==> src/rtl/spib_pkg.sv <==
package spib_pkg;

   localparam int WORD_W = 32;

   // Data bit index carried by wire slot k (slot 0 leaves first) for format fmt.
   function automatic int wire_src(input int k, input logic [1:0] fmt);
      int grp;
      int pos;
      int byt;
      int bt;
      grp = k / 8;
      pos = k % 8;
      byt = fmt[0] ? (3 - grp) : grp;
      bt  = fmt[1] ? pos : (7 - pos);
      return byt * 8 + bt;
   endfunction

   // Register value to wire order: result bit 31 leaves first.
   function automatic logic [WORD_W-1:0] to_wire(input logic [WORD_W-1:0] d,
                                                 input logic [1:0] fmt);
      logic [WORD_W-1:0] w;
      for (int k = 0; k < WORD_W; k++) w[WORD_W-1-k] = d[wire_src(k, fmt)];
      return w;
   endfunction

   // Wire order back to register value.
   function automatic logic [WORD_W-1:0] from_wire(input logic [WORD_W-1:0] w,
                                                   input logic [1:0] fmt);
      logic [WORD_W-1:0] d;
      for (int k = 0; k < WORD_W; k++) d[wire_src(k, fmt)] = w[WORD_W-1-k];
      return d;
   endfunction

endpackage

==> src/rtl/spib_frame.sv <==
module spib_frame #(
   parameter int ADDR_BITS = 24,
   parameter int DATA_W    = 32,
   parameter int PAD_W     = 4,
   parameter int CNT_W     = 8
) (
   input  logic                 clk,
   input  logic                 rst_n,
   input  logic                 sclk,
   input  logic                 cs_n,
   input  logic                 mosi,
   input  logic [PAD_W-1:0]     pad_n,
   input  logic [DATA_W-1:0]    rd_word,
   input  logic                 rd_ready,
   output logic                 miso,
   output logic                 addr_done,
   output logic [ADDR_BITS-1:0] hdr_now,
   output logic                 wr_done,
   output logic [DATA_W-1:0]    rx_now,
   output logic                 underrun_set
);
   localparam logic [CNT_W-1:0] HDR_LAST = CNT_W'(ADDR_BITS - 1);
   localparam logic [CNT_W-1:0] HDR_LEN  = CNT_W'(ADDR_BITS);
   localparam logic [CNT_W-1:0] WR_LAST  = CNT_W'(ADDR_BITS + DATA_W - 1);

   logic                sclk_d;
   logic [CNT_W-1:0]    cnt;
   logic [DATA_W-2:0]   sr;
   logic [DATA_W-1:0]   tx;
   logic                wr_q;
   logic                rise, fall, in_rd, load;
   logic [CNT_W-1:0]    data_start;

   assign rise       = !cs_n && sclk && !sclk_d;
   assign fall       = !cs_n && !sclk && sclk_d;
   assign data_start = HDR_LEN + (CNT_W'(pad_n) << 3);
   assign in_rd      = !wr_q && (cnt >= HDR_LEN);
   assign load       = fall && in_rd && (cnt == data_start);

   assign addr_done    = rise && (cnt == HDR_LAST);
   assign hdr_now      = {sr[ADDR_BITS-2:0], mosi};
   assign wr_done      = rise && wr_q && (cnt == WR_LAST);
   assign rx_now       = {sr, mosi};
   assign underrun_set = load && !rd_ready;
   assign miso         = tx[DATA_W-1];

   always_ff @(posedge clk or negedge rst_n) begin
      if (!rst_n) begin
         sclk_d <= 1'b0;
         cnt    <= '0;
         sr     <= '0;
         tx     <= '0;
         wr_q   <= 1'b0;
      end else begin
         sclk_d <= sclk;
         if (cs_n) begin
            cnt  <= '0;
            sr   <= '0;
            tx   <= '0;
            wr_q <= 1'b0;
         end else begin
            if (rise) begin
               sr <= {sr[DATA_W-3:0], mosi};
               if (cnt != '1) cnt <= cnt + 1'b1;
               if (cnt == '0) wr_q <= mosi;
            end
            if (load)
               tx <= rd_ready ? rd_word : '0;
            else if (fall && in_rd)
               tx <= tx << 1;
         end
      end
   end

   AST_PAD_MISO_LOW: assert property (@(posedge clk) disable iff (!rst_n)
      (!cs_n && !wr_q && cnt >= HDR_LEN && cnt < data_start) |-> !miso);

   AST_UNDERRUN_ZERO: assert property (@(posedge clk) disable iff (!rst_n)
      underrun_set |=> !miso);

endmodule

==> src/rtl/spib_regs.sv <==
module spib_regs #(
   parameter int DATA_W = 32,
   parameter int PAD_W  = 4,
   parameter int IF_ID  = 2
) (
   input  logic              clk,
   input  logic              rst_n,
   input  logic              wr_ctrl,
   input  logic              wr_cfg,
   input  logic [1:0]        ctrl_in,
   input  logic [PAD_W-1:0]  pad_in,
   input  logic              underrun_set,
   output logic [1:0]        fmt,
   output logic [PAD_W-1:0]  pad_n,
   output logic [DATA_W-1:0] ctrl_rd,
   output logic [DATA_W-1:0] cfg_rd
);
   localparam int NBYTES = DATA_W / 8;

   logic underrun;

   always_ff @(posedge clk or negedge rst_n) begin
      if (!rst_n) begin
         fmt      <= 2'b00;
         pad_n    <= '0;
         underrun <= 1'b0;
      end else begin
         if (wr_ctrl) fmt   <= ctrl_in;
         if (wr_cfg)  pad_n <= pad_in;
         if (underrun_set)  underrun <= 1'b1;
         else if (wr_cfg)   underrun <= 1'b0;
      end
   end

   // Format code mirrored into every byte lane.
   for (genvar b = 0; b < NBYTES; b++) begin : g_mirror
      assign ctrl_rd[8*b +: 8] = {6'b000000, fmt};
   end

   always_comb begin
      cfg_rd                 = '0;
      cfg_rd[31:24]          = 8'(IF_ID);
      cfg_rd[16]             = underrun;
      cfg_rd[PAD_W-1:0]      = pad_n;
   end

   AST_UNDERRUN_STICKY: assert property (@(posedge clk) disable iff (!rst_n)
      (underrun && !wr_cfg) |=> underrun);

endmodule

==> src/rtl/spib_bus.sv <==
module spib_bus #(
   parameter int BA_W   = 25,
   parameter int DATA_W = 32
) (
   input  logic              clk,
   input  logic              rst_n,
   input  logic              start_rd,
   input  logic              start_wr,
   input  logic [BA_W-1:0]   addr_in,
   input  logic [DATA_W-1:0] wdata_in,
   input  logic              bus_ack,
   output logic              bus_req,
   output logic              bus_we,
   output logic [BA_W-1:0]   bus_addr,
   output logic [DATA_W-1:0] bus_wdata,
   output logic              rd_done
);
   assign rd_done = bus_req && bus_ack && !bus_we;

   always_ff @(posedge clk or negedge rst_n) begin
      if (!rst_n) begin
         bus_req   <= 1'b0;
         bus_we    <= 1'b0;
         bus_addr  <= '0;
         bus_wdata <= '0;
      end else if (!bus_req) begin
         if (start_rd || start_wr) begin
            bus_req   <= 1'b1;
            bus_we    <= start_wr;
            bus_addr  <= addr_in;
            bus_wdata <= wdata_in;
         end
      end else if (bus_ack) begin
         bus_req <= 1'b0;
      end
   end

   AST_REQ_HOLD: assert property (@(posedge clk) disable iff (!rst_n)
      (bus_req && !bus_ack) |=> (bus_req && $stable(bus_addr) && $stable(bus_we)));

   AST_ONE_START: assert property (@(posedge clk) disable iff (!rst_n)
      !(start_rd && start_wr));

endmodule

==> src/rtl/spi_reg_bridge.sv <==
module spi_reg_bridge #(
   parameter int ADDR_BITS  = 24,
   parameter int DATA_W     = 32,
   parameter int PAD_W      = 4,
   parameter int IF_ID      = 2,
   parameter int LOCAL_WIDX = 23'h7FFFF0
) (
   input  logic                 clk,
   input  logic                 rst_n,
   input  logic                 spi_sclk,
   input  logic                 spi_cs_n,
   input  logic                 spi_mosi,
   output logic                 spi_miso,
   output logic                 bus_req,
   output logic                 bus_we,
   output logic [ADDR_BITS:0]   bus_addr,
   output logic [DATA_W-1:0]    bus_wdata,
   input  logic                 bus_ack,
   input  logic [DATA_W-1:0]    bus_rdata
);
   import spib_pkg::*;

   localparam int W     = ADDR_BITS - 1;
   localparam int BA_W  = W + 2;
   localparam int CNT_W = $clog2(ADDR_BITS + 8 * ((1 << PAD_W) - 1) + DATA_W + 1);
   localparam logic [W-1:0] LOC = W'(LOCAL_WIDX);

   if (DATA_W != WORD_W) begin : g_bad_data
      $error("spi_reg_bridge: DATA_W must be 32");
   end
   if (ADDR_BITS < 2 || ADDR_BITS > DATA_W) begin : g_bad_addr
      $error("spi_reg_bridge: ADDR_BITS out of range");
   end
   if (PAD_W < 1 || PAD_W > 16) begin : g_bad_pad
      $error("spi_reg_bridge: PAD_W out of range");
   end
   if (IF_ID < 0 || IF_ID > 255) begin : g_bad_id
      $error("spi_reg_bridge: IF_ID must fit 8 bits");
   end

   logic                 addr_done, wr_done, underrun_set;
   logic [ADDR_BITS-1:0] hdr_now;
   logic [DATA_W-1:0]    rx_now, wdec;
   logic [1:0]           fmt;
   logic [PAD_W-1:0]     pad_n;
   logic [DATA_W-1:0]    ctrl_rd, cfg_rd, rd_word;
   logic                 rd_ready, rd_done;
   logic [W-1:0]         widx, widx_q;
   logic                 hit_now, loc_q, is_write;
   logic                 wr_ctrl, wr_cfg, start_rd, start_wr;
   logic [BA_W-1:0]      addr_in;

   assign widx     = hdr_now[W-1:0];
   assign is_write = hdr_now[ADDR_BITS-1];
   assign hit_now  = (widx[W-1:1] == LOC[W-1:1]);
   assign wdec     = from_wire(rx_now, fmt);
   assign wr_ctrl  = wr_done && loc_q && !widx_q[0];
   assign wr_cfg   = wr_done && loc_q && widx_q[0];
   assign start_wr = wr_done && !loc_q;
   assign start_rd = addr_done && !is_write && !hit_now;
   assign addr_in  = start_wr ? {widx_q, 2'b00} : {widx, 2'b00};

   spib_frame #(.ADDR_BITS(ADDR_BITS), .DATA_W(DATA_W), .PAD_W(PAD_W), .CNT_W(CNT_W)) u_frame (
      .clk(clk), .rst_n(rst_n), .sclk(spi_sclk), .cs_n(spi_cs_n), .mosi(spi_mosi),
      .pad_n(pad_n), .rd_word(rd_word), .rd_ready(rd_ready), .miso(spi_miso),
      .addr_done(addr_done), .hdr_now(hdr_now), .wr_done(wr_done), .rx_now(rx_now),
      .underrun_set(underrun_set));

   spib_regs #(.DATA_W(DATA_W), .PAD_W(PAD_W), .IF_ID(IF_ID)) u_regs (
      .clk(clk), .rst_n(rst_n), .wr_ctrl(wr_ctrl), .wr_cfg(wr_cfg),
      .ctrl_in(wdec[1:0]), .pad_in(wdec[PAD_W-1:0]), .underrun_set(underrun_set),
      .fmt(fmt), .pad_n(pad_n), .ctrl_rd(ctrl_rd), .cfg_rd(cfg_rd));

   spib_bus #(.BA_W(BA_W), .DATA_W(DATA_W)) u_bus (
      .clk(clk), .rst_n(rst_n), .start_rd(start_rd), .start_wr(start_wr),
      .addr_in(addr_in), .wdata_in(wdec), .bus_ack(bus_ack), .bus_req(bus_req),
      .bus_we(bus_we), .bus_addr(bus_addr), .bus_wdata(bus_wdata), .rd_done(rd_done));

   always_ff @(posedge clk or negedge rst_n) begin
      if (!rst_n) begin
         widx_q   <= '0;
         loc_q    <= 1'b0;
         rd_word  <= '0;
         rd_ready <= 1'b0;
      end else begin
         if (addr_done) begin
            widx_q <= widx;
            loc_q  <= hit_now;
         end
         if (spi_cs_n) begin
            rd_ready <= 1'b0;
         end else if (addr_done && !is_write && hit_now) begin
            rd_word  <= to_wire(widx[0] ? cfg_rd : ctrl_rd, fmt);
            rd_ready <= 1'b1;
         end else if (rd_done) begin
            rd_word  <= to_wire(bus_rdata, fmt);
            rd_ready <= 1'b1;
         end
      end
   end

   AST_WR_IN_FRAME: assert property (@(posedge clk) disable iff (!rst_n)
      ($rose(bus_req) && bus_we) |-> $past(!spi_cs_n));

   AST_LOCAL_NO_BUS: assert property (@(posedge clk) disable iff (!rst_n)
      (addr_done && hit_now && !bus_req) |=> !bus_req);

endmodule

==> config.mk <==
export PLATFORM = sky130hd
export DESIGN_NAME = spi_reg_bridge
export DESIGN_NICKNAME = d
export VERILOG_FILES = /design/src/rtl/spib_pkg.sv /design/src/rtl/spib_frame.sv /design/src/rtl/spib_regs.sv /design/src/rtl/spib_bus.sv /design/src/rtl/spi_reg_bridge.sv
export SDC_FILE = /design/constraint.sdc
export NUM_CORES = 1
export LEC_CHECK = 0
export ABC_AREA = 1
export ABC_CLOCK_PERIOD_IN_PS = 2400
export BUFFER_PORTS_ARGS = -buffer_cell sky130_fd_sc_hd__buf_2
export CORE_AREA = 2 2 148 150
export DETAILED_ROUTE_END_ITERATION = 10
export DIE_AREA = 0 0 150 152
export PLACE_DENSITY = 0.81
export SYNTH_ARGS = -nofsm -noshare
export SYNTH_HDL_FRONTEND = slang
export SYNTH_HIERARCHICAL = 1
export SYNTH_SLANG_ARGS = --single-unit
==> constraint.sdc <==
create_clock -name clk -period 2.4 [get_ports clk]
set_input_delay 0.24 -clock clk [delete_from_list [all_inputs] [get_ports clk]]
set_output_delay 0.24 -clock clk [all_outputs]
set_load 0.02 [all_outputs]
**Word-level counts from Yosys, hierarchy flattened**

Index checks and enable logic that the tools add are counted.

- Eq/ne operators: 5
- Reduce and logical (&&, ||, !) cells: 75
- Muxes and demuxes: 324
- $lt $le $gt $ge: 65
- $add $sub $neg: 34
- Bitwise logic cells: 2

Operator list:

| kind | count |
|---|---|
| 32-bit bitwise mux | 32 |
| 32-bit by 1-bit >= comparator with 1-bit output (second input constant) | 32 |
| 32-bit by 7-bit less-than comparator with 1-bit output (second input constant) | 32 |
| 32-bit adder | 29 |
| 1-bit binary-select mux with 5-bit select | 64 |
| 32-bit two-way mux | 6 |
| 1-bit two-way mux | 171 |
| 1-bit demux with 5-bit select | 32 |
| 32-bit by 4-bit adder with 32-bit output | 3 |
| 31-bit two-way mux | 2 |
| 1-bit logical AND | 52 |
| 26-bit two-way mux | 1 |
| 25-bit two-way mux | 1 |
| 3-bit two-way mux | 8 |
| 8-bit two-way mux | 3 |
| 22-bit == test (second input constant) | 1 |
| 1-bit logical NOT | 10 |
| 2-bit nonzero test | 5 |
| 5-bit by 7-bit adder with 8-bit output (first input constant) | 1 |
| 8-bit by 1-bit adder with 8-bit output (second input constant) | 1 |
| 8-bit by 5-bit == test with 1-bit output (second input constant) | 1 |
| 8-bit by 6-bit == test with 1-bit output (second input constant) | 1 |
| 8-bit == test | 1 |
| 8-bit by 5-bit >= comparator with 1-bit output (second input constant) | 1 |
| other kinds (7) | 15 |

- Flip-flop bits (word level): 196
- Logic and storage cells: 521
- Output and inout bits: 60

**Logic depth before layout (Yosys ltp)**

- Depth after elaboration: 38
- Gate-level depth with buffers: 14
- Mapped depth without buffers: 12

**Modules after synthesis**

The synthesis kept the hierarchy.

Modules (own cells, without submodules):

| module | times used | sequential area each (sq um) | area each (sq um) | cells an instance |
|---|---|---|---|---|
| spi_reg_bridge | 1 | 1426.4 | 5604.1 | 1000 |
| spib_frame | 1 | 1826.8 | 3967.6 | 521 |
| spib_bus | 1 | 1476.4 | 2352.3 | 259 |
| spib_regs | 1 | 175.2 | 749.5 | 96 |

**Least setup slack after synthesis**

Ideal clock, no wire load.

- Path kind: register to register
- Start: reg u_frame.sclk_d
- End: reg u_bus.bus_addr[2]
- Required time: 2.334 ns
- Library setup time: 0.066 ns
- Stages on the path, launching flop included: 14
- Path slack: 0.209 ns
- Arrival time: 2.125 ns
- Path through: dfrtp_1 -> nor3_2 -> nand4_1 -> nor3_1 -> buf_2 -> inv_2 -> clkbuf_1 -> nor3_1 -> inv_1 -> nand2_1 -> buf_4 -> buf_6 -> nand3_1 -> nand2_1

- Cells in the longest elaborated chain, start to end: 7
- Elaborated cells on any way between the ends: 11
- Classes of those cells: mux (1); reduce/logical (10)

Ends and longest elaborated chain:

| item | line | source |
|---|---|---|
| start: declaration | spib_frame.sv:26 | `logic sclk_d;` |
| start signal: assignment | spib_frame.sv:55 | `sclk_d <= sclk;` |
| 1-bit logical NOT | spib_frame.sv:34 | `assign rise = !cs_n && sclk && !sclk_d;` |
| 1-bit logical AND | spib_frame.sv:34 |  |
| 1-bit logical AND | spib_frame.sv:40 | `assign addr_done = rise && (cnt == HDR_LAST);` |
| via addr_done | spi_reg_bridge.sv:41 | `logic addr_done, wr_done, underrun_set;` |
| 1-bit logical AND (2 in a row) | spi_reg_bridge.sv:60 | `assign start_rd = addr_done && !is_write && !hit_now;` |
| via start_rd | spi_reg_bridge.sv:50 | `logic wr_ctrl, wr_cfg, start_rd, start_wr;` |
| 1-bit logical OR | spib_bus.sv:27 | `if (start_rd \|\| start_wr) begin` |
| 2-bit AND reduction (no line) | n/a |  |
| end signal: assignment | spib_bus.sv:30 | `bus_addr <= addr_in;` |
| end: declaration | spib_bus.sv:14 | `output logic [BA_W-1:0] bus_addr,` |

The timed path passes the listed nets, and every way through them passes these cells.
A chain may end at the register's enable or synchronous reset.

**Worst setup path after layout**

- Start: reg u_frame.cnt[7]
- End: reg u_bus.bus_wdata[5]

- Cells in the longest elaborated chain, start to end: 6
- Elaborated cells on any way between the ends: 9
- Classes of those cells: eq/ne (2); reduce/logical (7)

Ends and longest elaborated chain:

| item | line | source |
|---|---|---|
| start: declaration | spib_frame.sv:27 | `logic [CNT_W-1:0] cnt;` |
| start signal: assignment | spib_frame.sv:64 | `if (cnt != '1) cnt <= cnt + 1'b1;` |
| 8-bit by 5-bit == test with 1-bit output | spib_frame.sv:40 |  |
| 1-bit logical AND | spib_frame.sv:40 |  |
| via addr_done | spi_reg_bridge.sv:41 |  |
| 1-bit logical AND (2 in a row) | spi_reg_bridge.sv:60 |  |
| via start_rd | spi_reg_bridge.sv:50 |  |
| 1-bit logical OR | spib_bus.sv:27 |  |
| 2-bit AND reduction (no line) | n/a |  |
| end signal: assignment | spib_bus.sv:31 | `bus_wdata <= wdata_in;` |
| end: declaration | spib_bus.sv:15 | `output logic [DATA_W-1:0] bus_wdata,` |

The timed path passes the listed nets, and every way through them passes these cells.

==> results.tsv <==
stage	metric	value	unit
status	status	finished clean	
pwr	max-vdd-ir-drop	0.463	mV
global_routing	antenna_found_initial	0	
routing	drt_first_pass_iters	8	
timing	fin_skew	0.0193	ns
timing	setup_viol	0	
critical_path	crit_start	u_frame/cnt[7]	
global_routing	grtUsageMet3	0.0384	
critical_path	cp-start-kind	flop	
critical_path	cp_data_required_time	2.78	ns
layout	fin_util	0.634	
timing	fin_crit_sh	0.894	
global_routing	grtUsageMet1	0.373	
timing	timing.slew.headroom	0.561	
synthesis	yosysTopAreaCell	dfrtp_1	
critical_path	timing.rr.start	u_frame/cnt[7]	
worst_hold_path	min_from	spi_cs_n	
global_routing	grt_max_degree	85	
synthesis	avgSynthCellArea	6.76	um2
global_routing	grt_pass1_vias	11149	
timing	tightest_slew	0.659	ns
critical_path	worst_setup_path_end_kind	flop	
synthesis	synth_seq_cells	196	
floorplanning	initial_core_util	0.594	
routing	drt-wirelength-per-cell	15.1	um
critical_path	crit_fanout	57	
place	placed_cells	2145	
clock_tree	max-clock-path-buffers	2	
timing	rsz0062_at_grt	no	
worst_hold_path	hp-class	input pin to flop	
clock_tree	post_cts_resized	0	
clock_tree	htreeDepth	4	
layout	drive_gt1_frac	0.111	
clock_tree	path_clk_slew	0.08	ns
layout	fin_area	0.0135	mm2
pwr	finalPower	6.84	mW
worst_hold_path	min_to	u_frame/wr_q	
routing	ant_nets	0	
critical_path	rr_endpoint	u_bus/bus_wdata[5]	
timing	maxSlewViolCount	0	
layout	diodes	0	
layout	fillers	1921	
global_routing	grt_overflow	0	
floorplanning	die_w	150	um
timing	hold_viol	0	
synthesis	netlist_area	0.0127	mm2
critical_path	critical_path_arrival	2.52	ns
critical_path	r2r_cells	10	
floorplanning	core_area	0.0214	mm2
synthesis	synth_area_leaders	dfrtp_1, nand2_1, nand3_1	
clock_tree	cts_sinks	196	
clock_tree	cts_tree	built	
synthesis	synth_warnings	6	
pwr	cellPowerDensity	505	mW/mm2
routing	vias	11996	
global_routing	grt_usage	0.292	
layout	final-instance-count-excl-fill	2180	
timing	min_period	2.14	ns
place	dp_worst_setup_slack	0.271	ns
layout	syn2layout_area_growth	6.79	%
flow_run	cap_violations	0	
place	dpl_cell_area	0.0129	mm2
synthesis	yosys.area.top_type_share	0.387	
critical_path	critPathKind	flop to flop	
routing	wl	32800	um
floorplanning	rows	54	
pwr	cellLeakagePower	7.20	nW
global_routing	use_met2	0.497	
critical_path	reg2reg_slack	0.26	ns
place	dp_hpwl	22600	um
synthesis	netlist_instances	1876	
floorplanning	io_pins	98	
worst_hold_path	hold_depth	6	
layout	most-common-layout-cells	nand2_1, nand3_1, dfrtp_1	
layout	fin_nets	1928	
global_routing	grt_pass1_wl	54000	um
timing	setup_slack	0.255	ns
floorplanning	die_area	0.0228	mm2
global_routing	busiest_layer	met2	
synthesis	yosysSeqAreaShare	0.387	
floorplanning	die_y	152	um
timing	holdWs	0.346	ns
routing	drt_drc_violations_left	0	
clock_tree	root_buffer	clkbuf_16	
timing	fmax	466	MHz
clock_tree	cts-buffers-inserted	17	
place	globalplace.congestion	0.894	
place	port-buffer-count	97	
routing	viasPerCell	5.50	
timing	tns	0	ns
clock_tree	clk_latency	0.45	ns
clock_tree	cts_setup_buffers	0	
synthesis	synth_cell_type_count	34	
routing	drt_iter0_drc	1251	
layout	final_common_cell	nand2_1	
-- cell type report --
type	instances	area (um2)	share of cell area
well taps	280	350	0.0259
flip-flops and latches	196	4910	0.363
clock inverters	14	195	0.0144
clock buffers	18	439	0.0324
multi-input cells	1366	6070	0.449
inverters	160	601	0.0444
repair buffers	146	970	0.0716
-- report_power, final --
part,internal [mW],switching [mW]
sequential,3.34,0.0316
clock,1.48,1.55
combinational,0.142,0.297
total,4.96,1.88
-- flip-flops by register name, summed over array words and instances, names as in the netlist --
name,count
u_regs/fmt,2
u_regs/underrun,1
u_frame/sclk_d,1
u_bus/bus_wdata,32
u_bus/bus_we,1
u_bus/bus_addr,25
u_frame/tx,32
u_frame/wr_q,1
u_frame/sr,31
widx_q,23
u_frame/cnt,8
u_regs/pad_n,4
rd_ready,1
rd_word,32
u_bus/bus_req,1
loc_q,1
-- critical path, stage by stage, from the launching register on --
cell	delay (ns)
dfrtp_1	0.41
inv_1	0.19
nand3_1	0.16
nor3_2	0.26
inv_2	0.11
nor3_1	0.25
inv_1	0.07
nand2_1	0.12
buf_12	0.25
nand3_1	0.13
nand2_1	0.10
-- routing by layer --
layer  vias up  routed length, um
met5         -                  0
met4         0               1230
met3        81               1590
met2       383              16600
met1      5617              13400
li1       5915                  -
-- how the worst max path moves through the flow --
stage	slack, ns	depth (start not counted)	to
floorplan	0.21	13	u_bus/bus_addr[2]
CTS	0.27	14	u_bus/bus_wdata[5]
detailed placement	0.27	11	u_bus/bus_addr[8]
global placement	0.34	10	u_bus/bus_wdata[4]
global route	0.08	14	u_bus/bus_wdata[16]
finish	0.26	10	u_bus/bus_wdata[5]
-- timing repair --
| item | 4_1_cts | 5_1_grt |
|---|---|---|
| setup endpoints to repair | 0 | 0 |
| hold buffers | 3 | 0 |
| hold endpoints to repair | 71 | 0 |
-- cells in the mapped netlist --
master     instances
a21oi_1           16
a21oi_4            1
a221oi_1           6
a22oi_1            2
buf_1              5
buf_2             58
buf_4            102
buf_6             10
clkbuf_1          29
clkinv_1           1
conb_1             3
dfrtp_1          196
ha_1               3
inv_1            143
inv_2             16
nand2_1          741
nand2_2            5
nand2_4            1
nand3_1          294
nand3_2            1
nand4_1           14
nor2_1            26
nor2_2             2
nor2_4             2
nor2_8             2
nor3_1            10
nor3_2             1
o2111ai_1         12
o21ai_0          120
o21ai_1           12
o21ai_2            1
o22ai_1           39
or2_2              1
xnor2_1            1
-- cell families after synthesis --
| group | synth area share |
|---|---|
| adders and majority gates | 0.00296 |
| other | 0.000888 |
| AOI/OAI and AO/OA | 0.0933 |
| and+or+nand+nor | 0.365 |
| DFF | 0.387 |
| xor gates and xnor gates | 0.000691 |
| buffers and inverters | 0.150 |
No activity file was read; power rests on OpenSTA's default activity.
